[config.mk]
export PLATFORM = sky130hd
export DESIGN_NAME = static_idle_detect
export DESIGN_NICKNAME = d
export VERILOG_FILES = /design/src/rtl/sid_pkg.sv /design/src/rtl/sid_cfg_shadow.sv /design/src/rtl/sid_event_sel.sv /design/src/rtl/sid_static_cnt.sv /design/src/rtl/static_idle_detect.sv
export SDC_FILE = /design/constraint.sdc
export NUM_CORES = 1
export LEC_CHECK = 0
export ABC_AREA = 1
export BUFFER_PORTS_ARGS = -buffer_cell sky130_fd_sc_hd__buf_2
export CORE_ASPECT_RATIO = 0.75
export CORE_MARGIN = 10
export CORE_UTILIZATION = 25
export DETAILED_ROUTE_END_ITERATION = 12
export GPL_ROUTABILITY_DRIVEN = 1
export PLACE_DENSITY_LB_ADDON = 0.2
export SYNTH_ARGS = -nofsm -noshare
export SYNTH_HDL_FRONTEND = slang
export SYNTH_SLANG_ARGS = --single-unit
[constraint.sdc]
create_clock -name clk -period 1.8 [get_ports clk]
set_input_delay 0.09 -clock clk [delete_from_list [all_inputs] [get_ports clk]]
set_output_delay 0.09 -clock clk [all_outputs]
set_load 0.005 [all_outputs]
[src/rtl/sid_pkg.sv]
package sid_pkg;
  localparam int MASK_W      = 12;
  localparam int BIT_FORCE   = 0;
  localparam int BIT_CURSOR  = 1;
  localparam int BIT_FBC     = 2;
  localparam int BIT_SURFACE = 7;
  localparam int BIT_OVERLAY = 8;
  localparam int BIT_TRIG_A  = 11;

  typedef logic [MASK_W-1:0] evmask_t;

  typedef struct packed {
    logic force_ev;
    logic cursor;
    logic surface;
    logic overlay;
    logic manual;
  } ev_in_t;

  function automatic evmask_t compression_bits();
    evmask_t m;
    m = '0;
    m[BIT_FBC]     = 1'b1;
    m[BIT_SURFACE] = 1'b1;
    return m;
  endfunction
endpackage

[src/rtl/sid_cfg_shadow.sv]
module sid_cfg_shadow
  import sid_pkg::*;
#(
  parameter int THR_IN_W  = 16,
  parameter int CNT_W     = 8,
  parameter int MODERN    = 1,
  parameter int RESET_THR = 2
) (
  input  logic                clk,
  input  logic                rst,
  input  logic                vsync,
  input  logic                mask_wr,
  input  evmask_t             mask_wdata,
  input  logic                thr_wr,
  input  logic [THR_IN_W-1:0] thr_wdata,
  output evmask_t             act_mask,
  output logic [CNT_W-1:0]    act_thr,
  output logic                reload
);
  localparam int THR_MAX = (1 << CNT_W) - 1;

  evmask_t          keep_bits;
  evmask_t          pend_mask;
  logic [CNT_W-1:0] pend_thr;
  logic [CNT_W-1:0] thr_clamped;
  logic             upd_pend;

  generate
    if (MODERN != 0) begin : g_modern
      assign keep_bits = ~(evmask_t'(1) << BIT_OVERLAY);
    end else begin : g_legacy
      assign keep_bits = '1;
    end
  endgenerate

  always_comb begin
    if (thr_wdata > THR_IN_W'(THR_MAX))
      thr_clamped = CNT_W'(THR_MAX);
    else
      thr_clamped = thr_wdata[CNT_W-1:0];
  end

  assign reload = vsync & upd_pend;

  always_ff @(posedge clk) begin
    if (rst) begin
      pend_mask <= '0;
      pend_thr  <= CNT_W'(RESET_THR);
      upd_pend  <= 1'b0;
      act_mask  <= '0;
      act_thr   <= CNT_W'(RESET_THR);
    end else begin
      if (reload) begin
        act_mask <= pend_mask;
        act_thr  <= pend_thr;
      end
      if (mask_wr) pend_mask <= mask_wdata & keep_bits;
      if (thr_wr)  pend_thr  <= thr_clamped;
      if (mask_wr || thr_wr) upd_pend <= 1'b1;
      else if (vsync)        upd_pend <= 1'b0;
    end
  end
endmodule

[src/rtl/sid_event_sel.sv]
module sid_event_sel
  import sid_pkg::*;
(
  input  logic    clk,
  input  logic    rst,
  input  ev_in_t  ev,
  input  logic    fbc_en,
  input  evmask_t act_mask,
  output logic    hit,
  output logic    refresh_trig
);
  evmask_t evec;
  evmask_t eff_mask;

  always_comb begin
    evec              = '0;
    evec[BIT_FORCE]   = ev.force_ev;
    evec[BIT_CURSOR]  = ev.cursor;
    evec[BIT_SURFACE] = ev.surface;
    evec[BIT_OVERLAY] = ev.overlay;
    evec[BIT_TRIG_A]  = ev.manual;
    eff_mask          = act_mask | (fbc_en ? compression_bits() : '0);
    hit               = |(evec & eff_mask);
  end

  always_ff @(posedge clk) begin
    if (rst) refresh_trig <= 1'b0;
    else     refresh_trig <= hit;
  end
endmodule

[src/rtl/sid_static_cnt.sv]
module sid_static_cnt #(
  parameter int CNT_W = 8
) (
  input  logic             clk,
  input  logic             rst,
  input  logic             vsync,
  input  logic             hit,
  input  logic             reload,
  input  logic [CNT_W-1:0] thr,
  output logic             irq
);
  logic [CNT_W-1:0] cnt;
  logic [CNT_W-1:0] cnt_nxt;
  logic             dirty;
  logic             armed;

  always_comb begin
    if (&cnt) cnt_nxt = cnt;
    else      cnt_nxt = cnt + CNT_W'(1);
  end

  always_ff @(posedge clk) begin
    if (rst) begin
      cnt   <= '0;
      dirty <= 1'b0;
      armed <= 1'b1;
      irq   <= 1'b0;
    end else begin
      irq <= 1'b0;
      if (vsync) begin
        dirty <= 1'b0;
        if (reload || dirty || hit) begin
          cnt   <= '0;
          armed <= 1'b1;
        end else begin
          cnt <= cnt_nxt;
          if (armed && (thr != '0) && (cnt_nxt == thr)) begin
            irq   <= 1'b1;
            armed <= 1'b0;
          end
        end
      end else if (hit) begin
        dirty <= 1'b1;
      end
    end
  end
endmodule

[src/rtl/static_idle_detect.sv]
module static_idle_detect
  import sid_pkg::*;
#(
  parameter int THR_IN_W  = 16,
  parameter int CNT_W     = 8,
  parameter int MODERN    = 1,
  parameter int RESET_THR = 2
) (
  input  logic                clk,
  input  logic                rst,
  input  logic                vsync_i,
  input  logic                ev_force_i,
  input  logic                ev_cursor_i,
  input  logic                ev_surface_i,
  input  logic                ev_overlay_i,
  input  logic                ev_manual_i,
  input  logic                fbc_en_i,
  input  logic                mask_wr_i,
  input  logic [11:0]         mask_wdata_i,
  input  logic                thr_wr_i,
  input  logic [THR_IN_W-1:0] thr_wdata_i,
  output logic                static_irq_o,
  output logic                refresh_trig_o
);
  evmask_t          act_mask;
  logic [CNT_W-1:0] act_thr;
  logic             cfg_reload;
  logic             ev_hit;
  ev_in_t           ev_bus;

  assign ev_bus = '{force_ev: ev_force_i, cursor: ev_cursor_i,
                    surface: ev_surface_i, overlay: ev_overlay_i,
                    manual: ev_manual_i};

  sid_cfg_shadow #(
    .THR_IN_W(THR_IN_W), .CNT_W(CNT_W), .MODERN(MODERN), .RESET_THR(RESET_THR)
  ) u_cfg (
    .clk(clk), .rst(rst), .vsync(vsync_i),
    .mask_wr(mask_wr_i), .mask_wdata(mask_wdata_i),
    .thr_wr(thr_wr_i), .thr_wdata(thr_wdata_i),
    .act_mask(act_mask), .act_thr(act_thr), .reload(cfg_reload)
  );

  sid_event_sel u_evt (
    .clk(clk), .rst(rst), .ev(ev_bus), .fbc_en(fbc_en_i),
    .act_mask(act_mask), .hit(ev_hit), .refresh_trig(refresh_trig_o)
  );

  sid_static_cnt #(.CNT_W(CNT_W)) u_cnt (
    .clk(clk), .rst(rst), .vsync(vsync_i), .hit(ev_hit),
    .reload(cfg_reload), .thr(act_thr), .irq(static_irq_o)
  );
endmodule

==> impl_metrics.csv <==
group,metric,value,unit
setup_path,critPathCaptureType,"flop",
clocking,cts.reportedPaths.clkPinSlew,0.07,ns
clocking,clock-sinks,37,
cells_and_area,final_common_cell,"nand2_1",
timing,setup_slack,0.211,ns
timing,fmax,629,MHz
timing,worst_pin_slew,0.261,ns
floorplanning,pin_count,41,
global_routing,antenna_found_initial,0,
logic_synthesis,synth_nets,293,
drt,wl_per_cell,11.7,um
cells_and_area,layout-drive-gt1-share,0.203,
setup_path,worstPathMaxFanout,9,
drt,ant_nets,0,
status,outcome,"completed",
timing,fin_skew,0.00641,ns
setup_path,cp_slowest_cell,"dfxtp_4",
setup_path,path_cells,"ha_4, nand2_2, nor2_4, nand2_4, nand2_2, nand2_2, nand2_2, nand3_1, nor2_1, nand4_1, nand2_1, nand2_1",
power_and_ir_drop,ir_worst_vdd,0.000285,V
timing,rsz0062_at_grt,"no",
clocking,clk_path_buf_depth,2,
cells_and_area,area_growth,21.6,%
clocking,insertion_delay,0.29,ns
logic_synthesis,ys_ff_latch,37,
logic_synthesis,synth_seq_area_share,0.423,
setup_path,critPathArrivalTime,1.77,ns
clocking,cts_inserted_buffers,5,
drt,finalWirelength,4370,um
logic_synthesis,synth_area_leaders,"dfxtp_1 (42%), nand2_1 (11%), nor2_1 (8.6%), o21ai_0 (7.7%), nand3_1 (6.6%)",
drt,maxUsedRoutingLayer,"met4",
drt,dr_wl_met2,1650,um
setup_path,cp_slowest_stage_delay,0.37,ns
logic_synthesis,synth_top_area_share,0.423,
setup_path,path_class,"reg2reg",
power_and_ir_drop,finalPower,1690,uW
timing,slew_headroom,0.824,
logic_synthesis,syn_inst,253,
cells_and_area,layout.nets,330,
logic_synthesis,synth_area_per_cell,6.92,um^2
clocking,cts_tree,"done",
floorplanning,die_h,92.5,um
logic_synthesis,synth.largest_area_cell,"dfxtp_1",
clocking,post-cts-setup-buffer-count,0,
global_routing,grt_pass1_wl,7920,um
timing,layout_worst_path_cycle_share,0.883,
cells_and_area,antennaDiodeCount,0,
placement,port_buffers,31,
power_and_ir_drop,p_leak,0.000971,uW
drt,num_vias,1655,
drt,viasPerCell,4.43,
drt,wl_met1,2460,um
setup_path,critPathRequiredTime,1.98,ns
logic_synthesis,synth_cell_type_count,25,
cells_and_area,post-route-util,0.313,
global_routing,grt_usage,0.0893,
floorplanning,initial_utilization,0.258,
timing,drv_slew,0,
clocking,h-tree-depth,2,
floorplanning,die_area,10800,um^2
timing,period_minus_slack,1.59,ns
floorplanning,row_count,26,
setup_path,start_kind,"flop",
logic_synthesis,yosys_warnings,0,
power_and_ir_drop,power_density,792,nW/um^2
floorplanning,core,6800,um^2
global_routing,grt_start_max_net_pins,25,
drt,drc,0,
global_routing,grt.overflow.total,0,
placement,place_congestion,0.825,
drt,dr_wl_met3,207,um
timing,setup-violations-final,0,
global_routing,grt_pass1_vias,1697,
job,cap_violations,0,
placement,hpwl,3430,um
clocking,cts_root_buf,"clkbuf_8",
placement,place_ws,0.0773,ns
setup_path,crit_top_cell,"nand2_2",
drt,first_pass_iters,4,
timing,fin_setup_tns,0,ns
worst_hold_path,hold_class,"in2reg",
cells_and_area,layout_common_cells,"nand2_1 (49), nor2_1 (39), dfxtp_1 (34)",
timing,hold_viol,0,
floorplanning,die_x,117,um
drt,drtIter0Drc,68,
logic_synthesis,syn-cell-area,1750,um^2
-- worst max-delay path: cells and delay by family (launching register included) --
| family | cells | cell delay, ns |
|---|---|---|
| flip-flops | 1 | 0.37 |
| AND/OR/NAND/NOR | 11 | 0.98 |
| adder cells (fa/ha/maj) | 1 | 0.15 |
-- final cells by class --
class	count	area, um^2
Clock inverter	1	7.51
Clock buffer	6	82.6
Tap cell	84	105
Timing Repair Buffer	35	185
Sequential cell	37	747
Inverter	26	97.6
Fill cell	741	4670
Multi-Input combinational cell	185	906
-- power breakdown --
part	leakage, uW	internal [uW]	total [uW]	switching, uW
Combinational	0.000622	89.7	214	124
Clock	0.0000433	303	589	287
Sequential	0.000306	862	885	22.6
-- cell families (layout without fill, tap and decap cells) --
logic type / count (synthesis) / count (layout) / share of synthesized area
compound gates: 53 / 53 / 0.163
xor+xnor: 2 / 2 / 0.0100
fa+ha+maj: 1 / 1 / 0.00714
buf+inv: 31 / 68 / 0.0686
flops: 37 / 37 / 0.423
simple gates: 129 / 129 / 0.329
-- flip-flops by register name (all words and copies together), names as in the netlist --
register and count:
u_cnt.irq 1, u_cnt.armed 1, u_cfg.act_thr 8, u_cnt.dirty 1, u_cfg.act_mask 4, u_cnt.cnt 8, u_cfg.pend_thr 8, u_cfg.pend_mask 4
u_cfg.upd_pend 1, u_evt.refresh_trig 1
-- Yosys cell counts (all sizes together) --
library cell	number
a211oi	1
a21oi	17
a31oi	1
buf	1
clkbuf	4
clkinv	1
dfxtp	37
ha	1
inv	25
nand2	57
nand3	23
nand4	6
nor2	43
o211ai	1
o21a	1
o21ai	28
o21bai	1
o22ai	3
xnor2	1
xor2	1
-- stage by stage --
| stage | instances | cell area, um^2 | hold WS, ns |
|---|---|---|---|
| final | 374 | 2130 | 0.0253 |
| after global routing | 374 | 2130 | 0.0160 |
| after floorplan | 253 | 1750 | 0.159 |
| after detailed placement | 367 | 2020 | 0.320 |
| after CTS | 374 | 2110 | 0.0139 |
| after global placement | 367 | 2020 | 0.313 |
-- final timing paths --
kind | startpoint | endpoint | slack (ns) | cells past startpoint
worst max-delay path | u_cnt.cnt[1] | u_cnt.armed | 0.21 | 12
worst min-delay path | mask_wdata_i[1] | u_cfg.pend_mask[1] | 0.03 | 3
worst max register to register | u_cnt.cnt[1] | u_cnt.armed | 0.21 | 12
worst min register to register | u_cnt.armed | u_cnt.armed | 0.46 | 2
-- layer usage --
metal / track usage / vias to the layer above
met2: 0.120 / 37
met1: 0.125 / 705
met3: 0.0329 / 4
li1: - / 909
met4: 0.0318 / 0
met5: 0 / -
-- repair_timing --
item | 4_1_cts | 5_1_grt
endpoints found under the setup margin | 0 | 2
hold endpoints to repair | 0 | 0
resized for setup | 0 | 7
hold buffers | 0 | 0
(Power assumes the default switching activity.)
